<file path="src/rtl/mlvl_gate_seq_pkg.sv">
package mlvl_gate_seq_pkg;
  typedef enum logic [1:0] {
    DRV_OFF  = 2'd0,
    DRV_ON   = 2'd1,
    DRV_PWM  = 2'd2,
    DRV_NPWM = 2'd3
  } drive_e;

  typedef enum logic [1:0] {
    CASE_AUX_LO = 2'd0,
    CASE_NEAR   = 2'd1,
    CASE_AUX_HI = 2'd2,
    CASE_PV_OVR = 2'd3
  } port_case_e;

  function automatic logic drv_apply(drive_e d, logic pwm);
    case (d)
      DRV_ON:   return 1'b1;
      DRV_PWM:  return pwm;
      DRV_NPWM: return ~pwm;
      default:  return 1'b0;
    endcase
  endfunction
endpackage

</file>
<file path="src/rtl/mlvl_case_sel.sv">
module mlvl_case_sel
  import mlvl_gate_seq_pkg::*;
#(
  parameter int unsigned VW = 12
) (
  input  logic [VW-1:0] vgrid_abs_i,
  input  logic [VW-1:0] vaux_i,
  input  logic [VW-1:0] vpv_i,
  input  logic [VW-1:0] setting_i,
  input  logic [VW-1:0] tol_i,
  output port_case_e    case_o,
  output drive_e        drv_a_o,
  output drive_e        drv_b_o
);
  logic [VW-1:0] diff;

  always_comb begin
    diff = (vaux_i > vpv_i) ? (vaux_i - vpv_i) : (vpv_i - vaux_i);
    if (vpv_i > setting_i)      case_o = CASE_PV_OVR;
    else if (diff < tol_i)      case_o = CASE_NEAR;
    else if (vaux_i < vpv_i)    case_o = CASE_AUX_LO;
    else                        case_o = CASE_AUX_HI;
  end

  // band edge values fall into the upper band
  always_comb begin
    drv_a_o = DRV_OFF;
    drv_b_o = DRV_PWM;
    unique case (case_o)
      CASE_PV_OVR: begin
        drv_a_o = DRV_OFF;
        drv_b_o = DRV_PWM;
      end
      CASE_NEAR: begin
        if (vgrid_abs_i < vpv_i) begin
          drv_a_o = DRV_OFF;
          drv_b_o = DRV_PWM;
        end else begin
          drv_a_o = DRV_PWM;
          drv_b_o = DRV_ON;
        end
      end
      CASE_AUX_LO: begin
        drv_a_o = DRV_PWM;
        if (vgrid_abs_i < vaux_i)     drv_b_o = DRV_OFF;
        else if (vgrid_abs_i < vpv_i) drv_b_o = DRV_NPWM;
        else                          drv_b_o = DRV_ON;
      end
      default: begin
        drv_b_o = DRV_PWM;
        if (vgrid_abs_i < vpv_i)       drv_a_o = DRV_OFF;
        else if (vgrid_abs_i < vaux_i) drv_a_o = DRV_NPWM;
        else                           drv_a_o = DRV_ON;
      end
    endcase
  end
endmodule

</file>
<file path="src/rtl/mlvl_dead_gate.sv">
module mlvl_dead_gate #(
  parameter int unsigned DTW = 8
) (
  input  logic           clk_i,
  input  logic           rst_ni,
  input  logic           en_i,
  input  logic           raw_i,
  input  logic [DTW-1:0] dead_i,
  output logic           gate_o
);
  logic [DTW-1:0] run_q;

  // turn-on is delayed by dead_i clocks when enabled; turn-off is immediate
  always_ff @(posedge clk_i or negedge rst_ni) begin
    if (!rst_ni) begin
      run_q  <= '0;
      gate_o <= 1'b0;
    end else begin
      if (!raw_i)              run_q <= '0;
      else if (run_q < dead_i) run_q <= run_q + 1'b1;
      gate_o <= raw_i && (!en_i || (run_q >= dead_i));
    end
  end
endmodule

</file>
<file path="src/rtl/mlvl_gate_seq.sv">
module mlvl_gate_seq
  import mlvl_gate_seq_pkg::*;
#(
  parameter int unsigned VW  = 12,
  parameter int unsigned DTW = 8
) (
  input  logic           clk_i,
  input  logic           rst_ni,
  input  logic           pwm_i,
  input  logic           period_start_i,
  input  logic           grid_pos_i,
  input  logic [VW-1:0]  vgrid_abs_i,
  input  logic [VW-1:0]  vaux_i,
  input  logic [VW-1:0]  vpv_i,
  input  logic [VW-1:0]  vpv_ref_i,
  input  logic [VW-1:0]  setting_i,
  input  logic [VW-1:0]  tol_i,
  input  logic [DTW-1:0] dead_i,
  output logic           tp_a_o,
  output logic           tp_b_o,
  output logic [3:0]     bridge_o,
  output logic           boost_mode_o,
  output logic           boost_en_o
);
  localparam int unsigned NG = 4;

  port_case_e case_d;
  drive_e     drv_a_d, drv_b_d;
  drive_e     drv_a_q, drv_b_q;
  logic       comp_q;
  logic       boost_en_q, boost_mode_q;

  mlvl_case_sel #(.VW(VW)) u_case (
    .vgrid_abs_i (vgrid_abs_i),
    .vaux_i      (vaux_i),
    .vpv_i       (vpv_i),
    .setting_i   (setting_i),
    .tol_i       (tol_i),
    .case_o      (case_d),
    .drv_a_o     (drv_a_d),
    .drv_b_o     (drv_b_d)
  );

  always_ff @(posedge clk_i or negedge rst_ni) begin
    if (!rst_ni) begin
      drv_a_q      <= DRV_OFF;
      drv_b_q      <= DRV_OFF;
      comp_q       <= 1'b0;
      boost_en_q   <= 1'b0;
      boost_mode_q <= 1'b0;
    end else if (period_start_i) begin
      drv_a_q      <= drv_a_d;
      drv_b_q      <= drv_b_d;
      comp_q       <= (drv_a_d == DRV_NPWM) || (drv_b_d == DRV_NPWM);
      boost_en_q   <= (case_d != CASE_PV_OVR);
      boost_mode_q <= (case_d != CASE_PV_OVR) && (vpv_ref_i < (setting_i >> 1));
    end
  end

  // gate 0/1: stage switches, gate 2/3: bridge pairs
  logic [NG-1:0] raw, en, gate;
  assign raw = {~grid_pos_i, grid_pos_i,
                drv_apply(drv_b_q, pwm_i), drv_apply(drv_a_q, pwm_i)};
  assign en  = {1'b1, 1'b1, comp_q, comp_q};

  for (genvar g = 0; g < NG; g++) begin : g_gate
    mlvl_dead_gate #(.DTW(DTW)) u_gate (
      .clk_i  (clk_i),
      .rst_ni (rst_ni),
      .en_i   (en[g]),
      .raw_i  (raw[g]),
      .dead_i (dead_i),
      .gate_o (gate[g])
    );
  end

  assign tp_a_o       = gate[0];
  assign tp_b_o       = gate[1];
  assign bridge_o     = {gate[2], gate[3], gate[3], gate[2]};
  assign boost_en_o   = boost_en_q;
  assign boost_mode_o = boost_mode_q;
endmodule

</file>
<file path="config.mk">
export PLATFORM = sky130hd
export DESIGN_NAME = mlvl_gate_seq
export DESIGN_NICKNAME = d
export VERILOG_FILES = /design/src/rtl/mlvl_gate_seq_pkg.sv /design/src/rtl/mlvl_case_sel.sv /design/src/rtl/mlvl_dead_gate.sv /design/src/rtl/mlvl_gate_seq.sv
export SDC_FILE = /design/constraint.sdc
export NUM_CORES = 1
export LEC_CHECK = 0
export ABC_AREA = 0
export BUFFER_PORTS_ARGS = -buffer_cell sky130_fd_sc_hd__buf_2
export CAP_MARGIN = 40
export CORE_MARGIN = 4
export CORE_UTILIZATION = 45
export CTS_BUF_LIST = sky130_fd_sc_hd__clkbuf_8 sky130_fd_sc_hd__clkbuf_16
export DETAILED_ROUTE_END_ITERATION = 8
export PLACE_DENSITY = 0.74
export SYNTH_ARGS = -nofsm -noshare
export SYNTH_HDL_FRONTEND = slang
export SYNTH_SLANG_ARGS = --single-unit
export TNS_END_PERCENT = 50
</file>
<file path="constraint.sdc">
create_clock -name clk_i -period 2.95 [get_ports clk_i]
set_input_delay 0.295 -clock clk_i [delete_from_list [all_inputs] [get_ports clk_i]]
set_output_delay 0.295 -clock clk_i [all_outputs]
set_load 0.01 [all_outputs]
</file>
==> results.md, run 1 <==
Placed design:
- The count of buffers added on input and output ports is 92.
- The wire-length estimate of the detail-placed layout is around 11000 µm.
- Once placement finished, the instance area stood at 6300 µm².
- The global placement routability congestion is 0.916.

Logic synthesis:
- The number of distinct library cells after synthesis is 54.
- The count of warnings emitted by yosys is 0.
- The share of Yosys cell area claimed by the top area cell type is 28.1%.
- The share of the Yosys chip area taken by registers is about a fifth.
- Yosys attributes the largest share of cell area to ha_1 28%, dfrtp_1 21%, inv_1 5.2%, a21oi_1 3.7%, xor2_1 3.6%.
- Synthesis inferred 43 register bits.
- The average instance in the mapped netlist occupies ~8.6 µm².
- Counting every net in the synthesized netlist gives a little under 800.
- The cell area after synthesis is ~5000 µm².
- In the synthesized netlist, the number of instances is 590.
- The leading area contributor after synthesis is ha_1.
- The share of flip-flops with an asynchronous set or reset is between 90% and 100%.
- The number of enable flip-flop cells after synthesis is 0.
- In the synthesized netlist the dominant register cell turns out to be dfrtp_1.

Worst hold path:
- The startpoint of the lowest-slack hold path is vpv_ref_i[11].
- Along the worst hold path, the cell count comes to 4.
- The worst hold path class is input port to flop.
- For hold timing, the worst endpoint is boost_mode_o$_DFFE_PN0P_.

Floorplanning:
- For this configuration, the core starts out at a cell density of a little under half.
- In this run the count of I/O pins placed on the die edge is between 90 and 100.
- The full die area is 13100 µm².
- The core region is roughly 11000 µm².
- The floorplan has 38 rows.
- The floorplan step set the die height to between 100 and 150 µm.
- The horizontal die dimension is 114 µm.

Timing:
- The highest clock frequency the design can meet is ~270 MHz.
- The slew of the pin with the lowest slew margin is roughly 0.73 ns.
- Setup repair after global routing could not meet its margin everywhere.
- Clock skew on the completed layout was measured at between 0.006 and 0.007 ns.
- The count of pins over their slew limit is 0.
- The worst setup margin is -0.697 ns.
- The final critical path time including I/O delays and setup is 3.65 ns.
- The worst slew margin relative to its limit is between 50 and 60%.
- The final setup violation count is 5.
- The number of hold violations in the final report is 0.
- Dividing the final minimum period by the clock period gives 124%.

Critical path:
- The critical register-to-register path endpoint is g_gate[1].u_gate.run_q[5]$_DFFE_PN0P_.
- The setup check on the worst reg-to-reg path leaves a slack of 0.46 ns.
- The type of the worst setup path is input port to flop.
- STA classifies the critical path endpoint as a flop.
- The startpoint of the lowest-slack register-to-register path is g_gate[1].u_gate.run_q[3]$_DFFE_PN0P_.
- The type of element launching the critical path is an input port.
- The number of cell instances on the worst register-to-register path is 8.
- Of all nets on the critical path, the largest fanout is 6.
- For the worst setup path, the data arrival time is between 3 and 4 ns.
- Data on the critical path is required at its endpoint by 3.15 ns.

Status:
- The run finished, with violations left.
- The checks that failed: negative setup slack.

Route:
- In the routed design, unresolved DRC markers number 0.
- For this block, the initial DRC count from the detailed router was about 260.
- The length of the first detailed-routing pass in iterations is 4.
- In this run the remaining antenna-violating nets after routing total 0.
- The post-detailed-route wirelength per cell is 14.3 µm.
- For this block, the via count after detailed routing is approximately 4800.
- The total wire length after detailed routing is around 13000 µm.
- In the routed layout, each cell is associated on average with a via count of approximately 5.3.

Power and ir drop:
- Across the VDD grid, the largest voltage drop is about 0.27 mV.
- The cell leakage power is ~3.6 nW.
- The ratio of total power to cell area is 340 nW/µm².
- The final total power is 2.24 mW.

Layout:
- The final net count is just under 1000.
- The fraction of final layout cells sized beyond drive strength 1 is between 20% and 30%.
- The number of antenna cells inserted is 0.
- The count of filler cells inserted in the layout is roughly 910.
- In the layout the commonest cells are 112 x ha_1, 90 x buf_2, 84 x buf_4, 68 x inv_1, 43 x dfrtp_1.
- From synthesis to final layout, the design area changed by 29.4%.
- With fillers left out, the area of the finished cells amounts to roughly 6600 µm².
- Leaving out fill and tap cells, the most frequent cell in the layout is ha_1.

Clock network:
- The master cell of the clock root buffer is clkbuf_16.
- In this run the number of H-tree levels came out at 2.
- The clock passes through at most 2 buffers.
- The number of clock sinks is between 40 and 50.
- The clock tree from TritonCTS is done.
- The TritonCTS buffer count is 5.
- Clock-pin slew was measured on the worst setup and hold paths at about 0.06 ns.
- The clock latency of the later-clocked register in the worst-skew pair is 0.29 ns.

Global route:
- The via count of the first global-routing pass came to between 5000 and 6000.
- Entering global routing, the biggest net connects 30 pins.
- After global routing the overflow that remains totals 0.
- The global-route total usage across every layer is just over 20%.
- The number of antenna violations at the first check in global routing came to 0.
- The first-pass GRT wire length is ~22000 µm.

Run:
- The number of maximum-capacitance violations is 0.
[kinds of logic after synthesis]
group | share of synthesized area, %
AND/OR/NAND/NOR | 16.4
multiplexers | 2.19
AO/OA/AOI/OAI | 18.0
flip-flops | 21.2
buffers and inverters | 6.64
adder cells (fa/ha/maj) | 28.8
XOR/XNOR | 6.72
[layout make-up]
class	count	area [µm²]	area share, %
clock inverters	3	16.3	0.247
repair buffers	180	1160	17.7
multi-input cells	463	3750	56.9
well taps	140	175	2.66
inverters	70	275	4.18
clock buffers	5	125	1.90
flip-flops and latches	43	1080	16.4
[flip-flops by register name (all words and copies together) (netlist names)]
register and flops:
boost_mode_o 1, boost_en_o 1, g_gate.u_gate.gate_o 4, comp_q 1
drv_b_q 2, g_gate.u_gate.run_q 32, drv_a_q 2
[Yosys cell counts, drive strengths merged (3+ instances only)]
library cell / instances
ha: 114
inv: 70
dfrtp: 43
nor2: 39
a21oi: 38
nand2: 32
nand4: 27
o21ai: 23
a21o: 22
xor2: 21
and2: 18
xnor2: 18
nand3: 15
buf: 11
mux2i: 10
o21a: 10
and3: 9
nor2b: 8
o21bai: 8
a211oi: 7
nand2b: 4
a21boi: 3
and4: 3
clkbuf: 3
nor3: 3
o32ai: 3
[metal layers]
metal | vias up | global-route usage [%] | wire length (µm)
met5 | - | 0 | 0
met4 | 0 | 5.07 | 236
met3 | 21 | 3.28 | 582
met2 | 122 | 35.1 | 6180
met1 | 2248 | 26.6 | 5960
li1 | 2444 | - | -
[report_power, final]
| part | switching (mW) | total (mW) | internal, mW |
|---|---|---|---|
| Clock | 0.230 | 0.540 | 0.309 |
| Sequential | 0.0417 | 0.682 | 0.640 |
| Combinational | 0.507 | 1.02 | 0.509 |
| Total | 0.780 | 2.24 | 1.46 |
[repair_timing]
item / CTS / global route
gates resized for setup: 10 / 6
hold buffers: 1 / 0
pin swaps: 12 / 0
setup endpoints to repair: 5 / 5
endpoints found under the hold margin: 14 / 0
setup buffers: 10 / 1
cloned: 0 / 0
[worst max path at each step]
stage,start,endpoint,slack (ns),cells after the start
finish,vaux_i[0],drv_a_q[1]$_DFFE_PN0P_,-0.70,20
global placement,vaux_i[0],drv_b_q[0]$_DFFE_PN0P_,-0.93,20
floorplan,vaux_i[0],drv_b_q[0]$_DFFE_PN0P_,-0.63,20
CTS,vaux_i[0],drv_a_q[1]$_DFFE_PN0P_,-0.60,20
detailed placement,vaux_i[0],drv_b_q[0]$_DFFE_PN0P_,-1.07,20
global route,vaux_i[0],drv_a_q[1]$_DFFE_PN0P_,-0.82,20
[through the flow]
step | setup TNS (ns) | hold slack, ns | util [%] | worst slack (ns) | cells
after floorplan | -2.76 | -0.000591 | - | -0.626 | 590
after global placement | -4.45 | 0.483 | 57.4 | -0.929 | 884
after detailed placement | -5.05 | 0.233 | 57.6 | -1.07 | 885
after CTS | -2.77 | 0.291 | 60.0 | -0.598 | 904
after global routing | -3.83 | 0.312 | 60.2 | -0.815 | 904
final | -3.20 | 0.291 | 60.2 | -0.697 | 904
[critical path, stage by stage]
cell and delay (ns):
buf_12 0.11, inv_12 0.04, ha_4 0.12, inv_2 0.04, fa_2 0.36, a211oi_4 0.25
o211ai_1 0.12, nand2_1 0.11, o21a_2 0.21, nor2_4 0.08, mux2i_1 0.22, xor2_1 0.18
ha_1 0.26, a21o_1 0.18, a221oi_2 0.24, o21ai_1 0.13, a221o_1 0.45, and2_4 0.18
a2bb2oi_1 0.12, o22ai_1 0.14
(Power assumes the default switching activity.)
==> inputs of run 2 (changes only) <==
ABC_AREA = 1   (was 0)
PLACE_DENSITY = 0.73   (was 0.74)
==> run 2 against run 1 <==
The flow still finishes with violations (negative setup slack); global-route usage decreased by 0.38 points; final area increased by 13%; register-to-register slack improved by 0.37 ns; utilization increased by 1.3 points; combinational power increased by 19%; clock skew increased by 0.0019 ns; fmax increased by 21%; setup slack improved by 0.64 ns; routed wire length increased by 12%; critical path type unchanged.
==> results.md, run 2 <==
Layout:
- The largest registers in the layout are g_gate.u_gate.run_q x32, g_gate.u_gate.gate_o x4.
- The count of filler cells inserted in the layout is 1139 (+25%).
- The final net count was 1238 (+28%).
- The library cell used most frequently in the layout, excluding fill and tap cells, is nand2_1.
- The fraction of final layout cells sized beyond drive strength 1 is 24.0% (-3.5 points).
- In the layout the commonest cells are 203 x nand2_1, 157 x inv_1, 109 x ha_1, 100 x buf_4, 91 x buf_2.
- The number of flip-flops under the largest register name is 32 (unchanged).
- From synthesis to final layout, the design area changed by 32.2%.
- The register with the most flip-flops in the final layout is g_gate.u_gate.run_q.
- The number of antenna cells inserted came to 0 (unchanged).

Logic synthesis:
- The average cell area after synthesis is 6.69 µm² (-22%).
- Among all flip-flop cells after synthesis, the most frequent one is dfrtp_1.
- The share of the synthesized area in compound gates (AO/OA/AOI/OAI) is 11.6% (-6.4 points).
- The number of enable flip-flop cells after synthesis is 0 (unchanged).
- After synthesis, the most frequently instantiated cells are 216 x nand2_1, 160 x inv_1, 114 x ha_1, 70 x nor2_1, 51 x a21oi_1.
- The number of storage elements in the synthesis netlist is 43 (unchanged).
- The share of Yosys cell area claimed by the top area cell type is 25.3% (-2.7 points).
- The area share of and/or/nand/nor cells after synthesis was 27.5% (+11 points).
- The xor-xnor portion of the synthesized cell area was 4.04% (-2.7 points).
- Summed over all instances, the cell type with the most area after synthesis is ha_1.
- The cell area after synthesis was 5630 µm² (+11%).
- The count of warnings emitted by yosys is 0 (unchanged).
- The share of synthesized area occupied by flip-flops and latches was 19.1% (-2.1 points).
- nand2_1 is the most common cell in the netlist.
- Yosys attributes the largest share of cell area to ha_1 25%, dfrtp_1 19%, nand2_1 14%, inv_1 11%, nor2_1 4.7%.
- The adder-cell area share of the yosys netlist came to 26.0% (-2.8 points).
- The cell count after synthesis came to 841 (+43%).
- The number of distinct library cells after synthesis is 36 (-33%).
- The net count after synthesis is 1042 (+32%).
- The dominant combinational cell family by area after synthesis is simple AND/OR/NAND/NOR gates.
- The share of flip-flops with an asynchronous set or reset is 100% (unchanged).
- The mux share of post-synthesis cell area was 0% (-2.2 points).

Global route:
- The maximum number of pins on one net before global-route repair is 28 (-6.7%).
- The total grt overflow is 0 (unchanged).
- The number of antenna violations at the first check in global routing is 2 (+2).
- The via count of the first global-routing pass was 5388 (+7.7%).
- The global-route total usage across every layer is 20.0% (-0.38 points).
- The first-pass GRT wire length came to 24000 µm (+8.0%).

Critical path:
- The biggest cell delay along the critical path is 0.39 ns (-0.06 ns).
- The number of cell instances on the worst register-to-register path is 7 (-1).
- The most prevalent standard cell on the critical path is nand2_1.
- The data arrival time of the critical path is 3.25 ns (-0.59 ns).
- The slowest stage cell on the critical path is fa_2.
- The end of the critical path is drv_b_q[1]$_DFFE_PN0P_.
- The critical path data required time is 3.18 ns (+0.03 ns).
- The family of cells with the greatest summed delay on the critical path is simple AND/OR/NAND/NOR gates.
- The startpoint of the lowest-slack register-to-register path is g_gate[3].u_gate.run_q[3]$_DFFE_PN0P_.
- The worst reg-to-reg setup slack is 0.83 ns (+0.37 ns).
- The type of element launching the critical path is an input port.
- The maximum net fanout on the critical path is 5 (-1).
- The critical register-to-register path endpoint is g_gate[3].u_gate.run_q[1]$_DFFE_PN0P_.
- The setup path with the least slack is of type input port to flop.
- The critical path buffer and inverter count was 7 (+4).
- The nature of the critical path endpoint is a flop.
- The worst setup path startpoint is vaux_i[0].
- The total stage count of the critical path is 30 (+50%).

Floorplanning:
- The number of I/O pins is 93 (unchanged).
- The horizontal die dimension is 120 µm (+4.9%).
- The number of placement rows is 40 (+5.3%).
- The full die area came to 14400 µm² (+10%).
- The die boundary height is 120 µm (+4.9%).
- The initial core utilization is 46.5% (about the same).
- The core area is 12100 µm² (+11%).

Route:
- The number of violations reported at the end of detailed-routing iteration 0 is 348 (+33%).
- The number of nets still failing antenna checks after routing was 0 (unchanged).
- The average vias per placed instance came to 4.90 (-8.3%).
- The length of the first detailed-routing pass in iterations came to 5 (+1).
- The total number of vias is 5913 (+22%).
- The total wire length after detailed routing was 14600 µm (+12%).
- The final routed DRC violation total is 0 (unchanged).
- The post-detailed-route wirelength per cell is 12.1 µm (-16%).

Timing:
- The post-route clock period utilization was 102% (-22 points).
- The worst slew margin relative to its limit is 61.9% (+11 points).
- The slew of the pin with the lowest slew margin is 0.572 ns (-0.155 ns).
- The summed negative setup slack over all endpoints is -0.203 ns (+3.00 ns).
- The final clock skew was 0.00828 ns (+0.00187 ns).
- The count of pins over their slew limit is 0 (unchanged).
- The highest clock frequency the design can meet came to 332 MHz (+21%).
- Setup repair after global routing could not meet its margin everywhere.
- The final critical path time including I/O delays and setup is 3.01 ns (-0.635 ns).
- The smallest hold slack is 0.296 ns (+0.00485 ns).
- The number of hold violations in the final report is 0 (unchanged).
- The worst setup margin is -0.0623 ns (+0.635 ns).
- The final setup violation count is 4 (-1).

Clock network:
- The number of clock sinks is 43 (unchanged).
- The master cell of the clock root buffer is clkbuf_16.
- The clock tree from TritonCTS is done.
- The clock latency of the later-clocked register in the worst-skew pair is 0.29 ns (about the same).
- The clock slew seen by the registers of the worst setup and hold paths came to 0.06 ns (about the same).
- The H-tree depth is 2 (unchanged).
- The TritonCTS buffer count was 5 (unchanged).
- The number of buffers on the longest clock path is 2 (unchanged).

Placed design:
- The global placement routability congestion is 0.888 (-3.0%).
- The post-DP HPWL is 12200 µm (+12%).
- The quantity of I/O buffers inserted on ports was 92 (unchanged).
- The post-place setup slack was -0.515 ns (+0.558 ns).

Worst hold path:
- The worst hold path belongs to the class input port to flop.

Power and ir drop:
- The ratio of total power to cell area is 338 nW/µm² (-0.54%).
- The cell leakage power is 4.27 nW (+17%).
- The highest ir drop seen on vdd is 0.220 mV (-18%).

Status:
- The flow ran to the end, but the final reports show violations.
- The final reports fail on negative setup slack.

Run:
- The number of maximum-capacitance violations is 0 (unchanged).
[run 2: cell count changes in the layout (fill, tap and decap cells not counted), sizes merged, moves of 10 or more]
cell	delta
nand2	+187
inv	+91
nor2	+34
nand3	+25
o21ai	+21
a21o	-19
and2	-18
buf	+17
xnor2	-14
a21oi	+13
nor3	+13
mux2i	-10
nand4	-10
[run 2: final cells by class]
cell class / count / area, µm² / area share (%)
inverters: 162 / 626 / 8.40
clock buffers: 5 / 125 / 1.68
clock inverters: 3 / 43.8 / 0.588
well taps: 168 / 210 / 2.82
repair buffers: 197 / 1290 / 17.3
multi-input cells: 628 / 4070 / 54.7
flip-flops and latches: 43 / 1080 / 14.5
[run 2: worst min-delay path by stage]
stage	startpoint	endpoint	cells after the start
5_1_grt	period_start_i	comp_q$_DFFE_PN0P_	3
6_report	period_start_i	comp_q$_DFFE_PN0P_	3
3_3_place_gp	drv_b_q[1]$_DFFE_PN0P_	drv_b_q[1]$_DFFE_PN0P_	2
2_1_floorplan	rst_ni	boost_en_o$_DFFE_PN0P_	0
3_5_place_dp	rst_ni	boost_en_o$_DFFE_PN0P_	1
4_1_cts	period_start_i	comp_q$_DFFE_PN0P_	3
[run 2: timing repair]
| action | CTS | global route |
|---|---|---|
| setup endpoints to repair | 5 | 5 |
| endpoints found under the hold margin | 16 | 0 |
| hold buffers | 1 | 0 |
| pin swaps | 13 | 27 |
| setup buffers | 0 | 5 |
| gates resized for setup | 9 | 36 |
[run 2: power by group]
| group | total (mW) | switching (mW) | internal (mW) |
|---|---|---|---|
| clock network | 0.638 | 0.239 | 0.399 |
| registers | 0.674 | 0.0344 | 0.640 |
| logic | 1.21 | 0.665 | 0.542 |
| total | 2.52 | 0.938 | 1.58 |
[run 2: worst reg2reg max path: stages (launching register included)]
cell and delay (ns):
dfrtp_1 0.43, ha_1 0.31, nand2_1 0.07, o21a_1 0.19
o21ai_1 0.40, nand2_1 0.35, nand3_1 0.14, o21ai_0 0.10
[run 2: cell families (layout without fill, tap and decap cells)]
| logic type | Yosys count | in the layout |
|---|---|---|
| and+or+nand+nor | 369 | 369 |
| AOI/OAI and AO/OA | 117 | 117 |
| buffers and inverters | 170 | 367 |
| DFF | 43 | 43 |
| adders and majority gates | 116 | 116 |
| xor gates and xnor gates | 26 | 26 |
[run 2: through the flow]
stage / util (%) / std cells / power (mW) / area [µm²]
after floorplan: - / 841 / 1.32 / 5660
after detailed placement: 58.1 / 1192 / 1.75 / 7040
after CTS: 59.9 / 1201 / 2.40 / 7250
final: 61.5 / 1206 / 2.52 / 7440
after global placement: 57.9 / 1191 / 1.72 / 7020
after global routing: 61.5 / 1206 / 2.72 / 7440
[run 2: routing by layer]
layer | track usage [%] | wire length, µm
met1 | 28.7 | 6910
met2 | 31.4 | 6400
met3 | 4.24 | 1100
met4 | 3.15 | 138
met5 | 0 | 21
